## src/rtl/spiHostPkg.sv

```systemverilog
package spiHostPkg;

  typedef enum logic [2:0] {
    ST_IDLE,
    ST_LOW,
    ST_HIGH,
    ST_BOUND,
    ST_TAIL
  } hostState_t;

  typedef struct packed {
    logic loadAddr;   // place address byte in transmit register
    logic loadWord;   // place next payload word in transmit register
    logic shiftBit;   // advance transmit register after a falling edge
    logic sampleBit;  // capture miso at the rising edge
    logic emitWord;   // a full received word is ready
    logic isRead;     // latched transfer direction
    logic dataPhase;  // address byte already sent
  } ctrlStrb_t;

endpackage

```

## src/rtl/spiHostCtrl.sv

```systemverilog
module spiHostCtrl
  import spiHostPkg::*;
#(
  parameter int CLK_HALF = 2,
  parameter int CNT_W    = 8,
  parameter int WORD_W   = 32
) (
  input  logic             clk,
  input  logic             rstN,
  input  logic             start,
  input  logic             rdNotWr,
  input  logic [CNT_W-1:0] wordCount,
  input  logic             busyN,
  output ctrlStrb_t        strb,
  output logic             sclk,
  output logic             csN,
  output logic             done,
  output logic             wrTake
);

  localparam int WORD_BYTES = WORD_W / 8;
  localparam int BYTE_CW    = (WORD_BYTES > 2) ? $clog2(WORD_BYTES) : 1;
  localparam int DIV_W      = $clog2(2 * CLK_HALF) + 1;
  localparam logic [DIV_W-1:0]   HALF_END  = DIV_W'(CLK_HALF - 1);
  localparam logic [DIV_W-1:0]   TAIL_END  = DIV_W'(2 * CLK_HALF - 1);
  localparam logic [BYTE_CW-1:0] LAST_BYTE = BYTE_CW'(WORD_BYTES - 1);

  hostState_t         state;
  logic [DIV_W-1:0]   divCnt;
  logic [2:0]         bitCnt;
  logic [BYTE_CW-1:0] byteCnt;
  logic [CNT_W-1:0]   wordsLeft;
  logic               addrPhase;
  logic               isRead;
  logic [1:0]         busySync;
  logic               busyOk;
  logic               divDone;

  assign busyOk  = busySync[1];
  assign divDone = (divCnt == HALF_END);

  always_comb begin
    strb           = '0;
    strb.loadAddr  = (state == ST_IDLE) && start;
    strb.sampleBit = (state == ST_LOW) && divDone;
    strb.shiftBit  = (state == ST_HIGH) && divDone;
    strb.emitWord  = (state == ST_HIGH) && divDone && (bitCnt == 3'd7) &&
                     !addrPhase && isRead && (byteCnt == LAST_BYTE);
    strb.loadWord  = (state == ST_BOUND) && (wordsLeft != '0) && busyOk &&
                     (byteCnt == '0);
    strb.isRead    = isRead;
    strb.dataPhase = !addrPhase && (state != ST_IDLE);
  end

  assign wrTake = strb.loadWord && !isRead;

  always_ff @(posedge clk or negedge rstN) begin
    if (!rstN) begin
      busySync <= 2'b11;
    end else begin
      busySync <= {busySync[0], busyN};
    end
  end

  always_ff @(posedge clk or negedge rstN) begin
    if (!rstN) begin
      state     <= ST_IDLE;
      divCnt    <= '0;
      bitCnt    <= '0;
      byteCnt   <= '0;
      wordsLeft <= '0;
      addrPhase <= 1'b0;
      isRead    <= 1'b0;
      sclk      <= 1'b0;
      csN       <= 1'b1;
      done      <= 1'b0;
    end else begin
      done <= 1'b0;
      unique case (state)
        ST_IDLE: begin
          if (start) begin
            isRead    <= rdNotWr;
            wordsLeft <= wordCount;
            addrPhase <= 1'b1;
            bitCnt    <= '0;
            byteCnt   <= '0;
            divCnt    <= '0;
            csN       <= 1'b0;
            state     <= ST_LOW;
          end
        end
        ST_LOW: begin
          if (divDone) begin
            sclk   <= 1'b1;
            divCnt <= '0;
            state  <= ST_HIGH;
          end else begin
            divCnt <= divCnt + 1'b1;
          end
        end
        ST_HIGH: begin
          if (divDone) begin
            sclk   <= 1'b0;
            divCnt <= '0;
            bitCnt <= bitCnt + 1'b1;
            if (bitCnt == 3'd7) begin
              state <= ST_BOUND;
              if (addrPhase) begin
                addrPhase <= 1'b0;
                byteCnt   <= '0;
              end else if (byteCnt == LAST_BYTE) begin
                byteCnt   <= '0;
                wordsLeft <= wordsLeft - 1'b1;
              end else begin
                byteCnt <= byteCnt + 1'b1;
              end
            end else begin
              state <= ST_LOW;
            end
          end else begin
            divCnt <= divCnt + 1'b1;
          end
        end
        ST_BOUND: begin
          if (wordsLeft == '0) begin
            done   <= 1'b1;
            divCnt <= '0;
            state  <= ST_TAIL;
          end else if (busyOk) begin
            state <= ST_LOW;
          end
        end
        ST_TAIL: begin
          if (divCnt == TAIL_END) begin
            csN   <= 1'b1;
            state <= ST_IDLE;
          end else begin
            divCnt <= divCnt + 1'b1;
          end
        end
        default: state <= ST_IDLE;
      endcase
    end
  end

  assert_sclk_needs_cs_R12: assert property (@(posedge clk) disable iff (!rstN)
    sclk |-> !csN);

  assert_pause_holds_R7: assert property (@(posedge clk) disable iff (!rstN)
    (state == ST_BOUND && !busyOk && wordsLeft != '0)
      |=> (state == ST_BOUND && !sclk && !csN));

  assert_boundary_whole_byte_R8: assert property (@(posedge clk) disable iff (!rstN)
    (state == ST_BOUND) |-> (bitCnt == 3'd0 && !sclk));

  assert_done_inside_cs_R9: assert property (@(posedge clk) disable iff (!rstN)
    done |-> !csN);

  assert_done_single_R9: assert property (@(posedge clk) disable iff (!rstN)
    done |=> !done);

  assert_start_ignored_R10: assert property (@(posedge clk) disable iff (!rstN)
    (state != ST_IDLE && $past(state) != ST_IDLE && start) |=> $stable(isRead));

endmodule

```

## src/rtl/spiHostData.sv

```systemverilog
module spiHostData
  import spiHostPkg::*;
#(
  parameter int          WORD_W     = 32,
  parameter logic [6:0]  SLAVE_ADDR = 7'b1000000
) (
  input  logic              clk,
  input  logic              rstN,
  input  ctrlStrb_t         strb,
  input  logic              reqRead,
  input  logic [WORD_W-1:0] wrWord,
  input  logic              miso,
  output logic              mosi,
  output logic [WORD_W-1:0] rdWord,
  output logic              rdValid
);

  localparam int PAD_W = WORD_W - 8;

  logic [WORD_W-1:0] txReg;
  logic [WORD_W-1:0] rxReg;

  always_ff @(posedge clk or negedge rstN) begin
    if (!rstN) begin
      txReg <= '0;
    end else if (strb.loadAddr) begin
      txReg <= {SLAVE_ADDR, reqRead, {PAD_W{1'b0}}};
    end else if (strb.loadWord) begin
      txReg <= strb.isRead ? '0 : wrWord;
    end else if (strb.shiftBit) begin
      txReg <= {txReg[WORD_W-2:0], 1'b0};
    end
  end

  always_ff @(posedge clk or negedge rstN) begin
    if (!rstN) begin
      rxReg   <= '0;
      rdWord  <= '0;
      rdValid <= 1'b0;
    end else begin
      if (strb.sampleBit) rxReg <= {rxReg[WORD_W-2:0], miso};
      rdValid <= strb.emitWord;
      if (strb.emitWord) rdWord <= rxReg;
    end
  end

  assign mosi = txReg[WORD_W-1];

  assert_read_mosi_low_R6: assert property (@(posedge clk) disable iff (!rstN)
    (strb.dataPhase && strb.isRead) |-> !mosi);

  assert_valid_only_read_R5: assert property (@(posedge clk) disable iff (!rstN)
    rdValid |-> strb.isRead);

endmodule

```

## src/rtl/spiBusyHost.sv

```systemverilog
module spiBusyHost
  import spiHostPkg::*;
#(
  parameter int         CLK_HALF   = 2,
  parameter int         CNT_W      = 8,
  parameter int         WORD_W     = 32,
  parameter logic [6:0] SLAVE_ADDR = 7'b1000000
) (
  input  logic              clk,
  input  logic              rstN,
  input  logic              start,
  input  logic              rdNotWr,
  input  logic [CNT_W-1:0]  wordCount,
  input  logic [WORD_W-1:0] wrWord,
  output logic              wrTake,
  output logic [WORD_W-1:0] rdWord,
  output logic              rdValid,
  output logic              done,
  output logic              sclk,
  output logic              mosi,
  input  logic              miso,
  output logic              csN,
  input  logic              busyN
);

  ctrlStrb_t strb;

  spiHostCtrl #(
    .CLK_HALF(CLK_HALF),
    .CNT_W   (CNT_W),
    .WORD_W  (WORD_W)
  ) u_ctrl (
    .clk      (clk),
    .rstN     (rstN),
    .start    (start),
    .rdNotWr  (rdNotWr),
    .wordCount(wordCount),
    .busyN    (busyN),
    .strb     (strb),
    .sclk     (sclk),
    .csN      (csN),
    .done     (done),
    .wrTake   (wrTake)
  );

  spiHostData #(
    .WORD_W    (WORD_W),
    .SLAVE_ADDR(SLAVE_ADDR)
  ) u_data (
    .clk    (clk),
    .rstN   (rstN),
    .strb   (strb),
    .reqRead(rdNotWr),
    .wrWord (wrWord),
    .miso   (miso),
    .mosi   (mosi),
    .rdWord (rdWord),
    .rdValid(rdValid)
  );

endmodule

```

## config.mk

```make
export PLATFORM = sky130hd
export DESIGN_NAME = spiBusyHost
export DESIGN_NICKNAME = d
export VERILOG_FILES = /design/src/rtl/spiHostPkg.sv /design/src/rtl/spiHostCtrl.sv /design/src/rtl/spiHostData.sv /design/src/rtl/spiBusyHost.sv
export SDC_FILE = /design/constraint.sdc
export NUM_CORES = 1
export LEC_CHECK = 0
export ABC_AREA = 1
export BUFFER_PORTS_ARGS = -buffer_cell sky130_fd_sc_hd__buf_2
export CORE_ASPECT_RATIO = 0.9
export CORE_MARGIN = 5
export CORE_UTILIZATION = 50
export DETAILED_ROUTE_END_ITERATION = 6
export PLACE_DENSITY = 0.78
export SLEW_MARGIN = 20
export SYNTH_ARGS = -nofsm -noshare
export SYNTH_HDL_FRONTEND = slang
export SYNTH_HIERARCHICAL = 1
export SYNTH_SLANG_ARGS = --single-unit
export TNS_END_PERCENT = 10
```

## constraint.sdc

```tcl
create_clock -name clk -period 1.8 [get_ports clk]
set_input_delay 0.36 -clock clk [delete_from_list [all_inputs] [get_ports clk]]
set_output_delay 0.36 -clock clk [all_outputs]
set_load 0.05 [all_outputs]
```

==> impl_metrics.csv, run 1 <==
group,metric,value,unit
timing,max_freq,448,MHz
global_routing,grt_pass1_wl,21400,um
setup_path,worstSetupStartpointType,"register",
clock_tree,path_clk_slew,0.06,ns
final_layout,layout-drive-gt1-share,21.7,%
route,avgViaCountPerCell,4.90,
global_routing,grt_antenna_before_repair,0,
floorplan,fp.dieW,121,um
route,wire_per_inst,12.7,um
setup_path,crit_path_end_kind,"primary output",
clock_tree,clk_latency,0.41,ns
clock_tree,cts_buffers,17,
floorplan,io_pins,84,
worst_hold_path,min_from,"busyN",
final_layout,antenna_cells,0,
power_and_ir_drop,p_seq_share,35.7,%
floorplan,fp.coreArea,10900,um^2
setup_path,worst_r2r_startpoint,"u_ctrl/wordsLeft[1]",
timing,setup_violations,30,
global_routing,grt_max_degree,65,
floorplan,dieHeight,110,um
final_layout,fin_util,65.3,%
route,drt_iter0_drc,440,
worst_hold_path,hp-class,"primary input to register",
timing,worst_pin_slew,0.465,ns
timing,period_share,124,%
outcome,status,"complete, but fails checks",
setup_path,arrival,1.87,ns
logic_synthesis,synthesis.nets,750,
power_and_ir_drop,switching_share,35.0,%
timing,worst_slack,-0.431,ns
logic_synthesis,synth.cell_area,5580,um^2
timing,rsz0062_at_grt,"true",
setup_path,critical_path_class,"register to primary output",
placed_design,place_hpwl,8440,um
power_and_ir_drop,p_sw,3.30,mW
power_and_ir_drop,power_frac_comb,29.8,%
setup_path,worst_r2r_path_depth,13,
power_and_ir_drop,power_density,1330,nW/um^2
clock_tree,cts_tree,"built",
final_layout,area_growth,27.1,%
global_routing,grt_pass1_vias,4749,
job,cap_viol_max_count,0,
timing,maxSlewHeadroom,69.0,%
global_routing,overflow,0,
timing,finalClockSkew,0.0117,ns
placed_design,routabilityCongestion,0.838,
clock_tree,cts-root-buf,"clkbuf_16",
setup_path,cp_max_fo,2,
route,via_count,4765,
final_layout,nNetsFinal,863,
route,wl,12300,um
route,drcViolationCount,0,
floorplan,die_area,13400,um^2
clock_tree,cts_max_level,4,
global_routing,grt_use_total,19.8,%
floorplan,row_count,36,
timing,min_period,2.23,ns
logic_synthesis,synth_cells,695,
floorplan,initial_utilization,51.4,%
power_and_ir_drop,ir_drop,0.000616,V
power_and_ir_drop,intPower,6.13,mW
timing,finalMaxSlewViolations,0,
setup_path,timing.rr.end,"u_data/txReg[12]",
timing,fin_tns_setup,-1.80,ns
logic_synthesis,ys_warn_count,6,
setup_path,cp.required,1.44,ns
clock_tree,cts.sinks,123,
setup_path,endpoint,"wrTake",
power_and_ir_drop,power_leakage,3.85,nW
power_and_ir_drop,clock_power_share,34.5,%
final_layout,nFillCells,862,
route,first_pass_iters,6,
setup_path,reg2reg_slack,-0.07,ns
outcome,violations,"setup timing",
timing,timing_hold_violations_final,0,
logic_synthesis,syn_area_per_cell,8.02,um^2
placed_design,io_buffers,83,
setup_path,crit_start,"u_ctrl/wordsLeft[0]",
clock_tree,cts_max_path_buffers,2,
route,antenna_left,0,
==> critical path, cell delays in order, from the launching register on <==
cell and delay, ns:
dfrtp_1 0.37, inv_2 0.06, ha_4 0.15, inv_2 0.04, nor3_2 0.04, nand2_1 0.10
nand2_2 0.08, buf_6 0.13, nor4_4 0.30, buf_6 0.20
==> worst min-delay path by stage <==
| stage | depth (start not counted) | end |
|---|---|---|
| after floorplan | 0 | u_ctrl/addrPhase |
| after global placement | 1 | u_ctrl/wordsLeft[3] |
| after detailed placement | 1 | u_ctrl/wordsLeft[3] |
| after CTS | 1 | u_ctrl/busySync[0] |
| after global routing | 1 | u_ctrl/busySync[0] |
| final | 1 | u_ctrl/busySync[0] |
==> power groups by stage <==
stage | sequential [mW] | combinational, mW | clock [mW]
2_1_floorplan | 3.42 | 1.71 | 0
3_3_place_gp | 3.38 | 2.57 | 0
3_5_place_dp | 3.40 | 2.65 | 0
4_1_cts | 3.36 | 2.69 | 3.33
5_1_grt | 3.41 | 3.21 | 3.43
6_report | 3.37 | 2.81 | 3.25
==> cell usage in the layout, fill, tap and decap left out, drive strengths merged, types with 4 or more instances in the layout <==
master / n
a21oi: 34
buf: 122
clkbuf: 18
clkinv: 7
dfrtp: 120
ha: 9
inv: 72
nand2: 285
nand3: 27
nand4: 4
nor2: 57
o21ai: 50
==> registers in the layout, summed over array words and instances (netlist names), 2 cells and up <==
name / flops
u_ctrl/busySync: 2
u_data/rxReg: 32
u_ctrl/bitCnt: 3
u_data/rdWord: 32
u_ctrl/byteCnt: 2
u_ctrl/wordsLeft: 8
u_ctrl/state: 3
u_data/txReg: 32
u_ctrl/divCnt: 3
==> through the flow <==
step	hold WS (ns)	setup WS (ns)	power [mW]	std cells	instance area (um^2)
final	0.0526	-0.431	9.43	973	7090
after CTS	0.0448	-0.397	9.37	968	7010
after global placement	0.348	-0.0409	5.96	935	6420
after floorplan	0.0644	-0.0588	5.14	695	5600
after global routing	0.0502	-0.527	10.1	973	7090
after detailed placement	0.350	-0.135	6.05	935	6420
==> layer usage <==
metal	GRT usage, %	vias to the layer above	wire, um
li1	-	2387	-
met4	8.48	0	184
met1	25.8	2226	5390
met3	3.78	16	681
met5	0	-	0
met2	32.6	136	6080
==> cell type report <==
cell class	count	area (um^2)	share of cell area, %
inverter	68	260	3.67
tap	152	190	2.68
multi-input combinational	475	2140	30.2
clock inverter	14	139	1.96
clock buffer	18	429	6.06
sequential	123	3080	43.5
timing repair buffer	123	843	11.9
==> what timing repair did <==
action	CTS	global route
pin swaps	1	3
endpoints found under the setup margin	54	71
buffers inserted	0	5
gates resized for setup	5	9
cloned	0	0
hold endpoints to repair	26	0
hold buffers	1	0
(Power assumes the default switching activity.)
==> inputs of run 2 (changes only) <==
--- a/config.mk
+++ b/config.mk
@@ -7,11 +7,10 @@
 export LEC_CHECK = 0
 export ABC_AREA = 1
 export BUFFER_PORTS_ARGS = -buffer_cell sky130_fd_sc_hd__buf_2
-export CORE_ASPECT_RATIO = 0.9
 export CORE_MARGIN = 5
-export CORE_UTILIZATION = 50
+export CORE_UTILIZATION = 48
 export DETAILED_ROUTE_END_ITERATION = 6
-export PLACE_DENSITY = 0.78
+export PLACE_DENSITY = 0.76
 export SLEW_MARGIN = 20
 export SYNTH_ARGS = -nofsm -noshare
 export SYNTH_HDL_FRONTEND = slang
==> impl_metrics.csv, run 2 (synthesis results as in run 1) <==
group,metric,value,unit
route,avgViaCountPerCell,4.99,
placed_design,dp_worst_setup_slack,-0.169,ns
route,wire_per_inst,13.5,um
power_and_ir_drop,power_leakage,3.93,nW
clock_tree,cts_buffers,17,
job,cap_viol_max_count,0,
global_routing,grt_antenna_before_repair,0,
placed_design,io_buffers,83,
clock_tree,cts-root-buf,"clkbuf_16",
global_routing,grt_pass1_wl,21900,um
final_layout,nFillCells,946,
worst_hold_path,hp-class,"primary input to register",
floorplan,fp.dieW,118,um
timing,timing_hold_violations_final,0,
clock_tree,cts_tree,"built",
final_layout,layout-drive-gt1-share,24.7,%
setup_path,crit_start,"u_ctrl/wordsLeft[0]",
final_layout,layout_common_cells,"264 x nand2_1, 120 x dfrtp_1, 81 x buf_2",
timing,worst_slack,-0.307,ns
route,antenna_left,0,
timing,finalClockSkew,0.00805,ns
timing,min_period,2.11,ns
final_layout,multi_input_area,2230,um^2
floorplan,row_count,39,
final_layout,area_growth,29.4,%
setup_path,crit_path_end_kind,"primary output",
placed_design,place_hpwl,8590,um
final_layout,final_common_cell,"nand2_1",
timing,max_freq,474,MHz
setup_path,critical_path_class,"register to primary output",
route,first_pass_iters,4,
final_layout,reg_top3,"u_data/rdWord x32, u_data/rxReg x32, u_data/txReg x32",
final_layout,antenna_cells,0,
global_routing,overflow,0,
setup_path,arrival,1.75,ns
timing,fin_tns_setup,-6.03,ns
route,wl,13100,um
timing,setup_violations,33,
clock_tree,path_clk_slew,0.05,ns
setup_path,cp_max_fo,3,
floorplan,die_area,13900,um^2
power_and_ir_drop,power_density,1330,nW/um^2
outcome,violations,"setup timing",
setup_path,cp.required,1.44,ns
timing,maxSlewHeadroom,70.3,%
route,via_count,4832,
timing,finalMaxSlewViolations,0,
global_routing,grt_use_total,18.8,%
clock_tree,cts_max_level,4,
timing,period_share,117,%
route,drcViolationCount,0,
timing,worst_pin_slew,0.445,ns
global_routing,grt_pass1_vias,4798,
clock_tree,clk_latency,0.41,ns
outcome,status,"complete, but fails checks",
route,drt_iter0_drc,347,
floorplan,io_pins,84,
final_layout,register_area,3080,um^2
placed_design,routabilityCongestion,0.817,
final_layout,nNetsFinal,868,
setup_path,worst_r2r_startpoint,"u_ctrl/wordsLeft[0]",
floorplan,dieHeight,118,um
clock_tree,cts.sinks,123,
worst_hold_path,min_from,"busyN",
global_routing,grt_max_degree,65,
clock_tree,cts_max_path_buffers,2,
setup_path,worstSetupStartpointType,"register",
floorplan,initial_utilization,48.8,%
power_and_ir_drop,ir_drop,0.000513,V
floorplan,fp.coreArea,11400,um^2
timing,rsz0062_at_grt,"true",
final_layout,fin_util,63.2,%
[run 2: cell count changes in the layout (fill, tap and decap cells not counted), sizes merged]
cell / change
buf: +3
bufinv: +1
clkbuf: +5
clkinvlp: -1
inv: -3
[run 2: worst max-delay path: stages, from the launching register on]
cell,delay [ns]
dfrtp_1,0.36
inv_2,0.06
ha_4,0.15
inv_2,0.05
nor3_2,0.04
nand2_1,0.09
nand2_2,0.08
buf_4,0.15
nor4_4,0.16
buf_6,0.20
[run 2: report_power, final]
| group | leakage [nW] | internal, mW | switching [mW] |
|---|---|---|---|
| clock network | 0.281 | 2.07 | 1.20 |
| registers | 1.67 | 3.12 | 0.252 |
| logic | 1.98 | 1.09 | 1.84 |
[run 2: cell type report]
class | instances | area share, %
clock buffers | 21 | 6.25
clock inverters | 11 | 1.65
inverters | 68 | 3.61
multi-input cells | 475 | 30.9
flip-flops and latches | 123 | 42.7
well taps | 143 | 2.48
repair buffers | 128 | 12.4
[run 2: stage by stage]
| step | cell area, um^2 | instances | hold slack (ns) | power, mW |
|---|---|---|---|---|
| after detailed placement | 6400 | 928 | 0.336 | 6.00 |
| after CTS | 7000 | 961 | 0.0356 | 9.37 |
| final | 7210 | 969 | 0.0522 | 9.57 |
| after floorplan | 5600 | 695 | 0.0644 | 5.14 |
| after global placement | 6400 | 928 | 0.331 | 5.87 |
| after global routing | 7210 | 969 | 0.0334 | 10.2 |
[run 2: path summary, 6_finish.rpt]
path / slack (ns) / cells past startpoint / end
worst max-delay path: -0.31 / 9 / wrTake
max in group asynchronous: 0.70 / 3 / u_ctrl/busySync[1]
worst max register to register: -0.21 / 15 / u_data/txReg[10]
min in group asynchronous: 0.45 / 2 / u_data/txReg[20]
worst min register to register: 0.36 / 0 / u_ctrl/busySync[1]
worst min-delay path: 0.05 / 1 / u_ctrl/busySync[0]
[run 2: metal layers]
layer  share of wire [%]  vias to the layer above  track usage [%]
met5                   0                        -                0
li1                    -                     2399                -
met4                 1.5                        0             7.81
met2                  50                      123             31.3
met1                  44                     2288             23.5
met3                 4.2                       22             4.57
[run 2: what timing repair did]
action | 4_1_cts | 5_1_grt
pin swaps | 0 | 13
hold buffers | 1 | 0
endpoints found under the hold margin | 27 | 0
setup endpoints to repair | 69 | 75
resized for setup | 7 | 38
buffers inserted | 0 | 6
gates cloned | 0 | 2
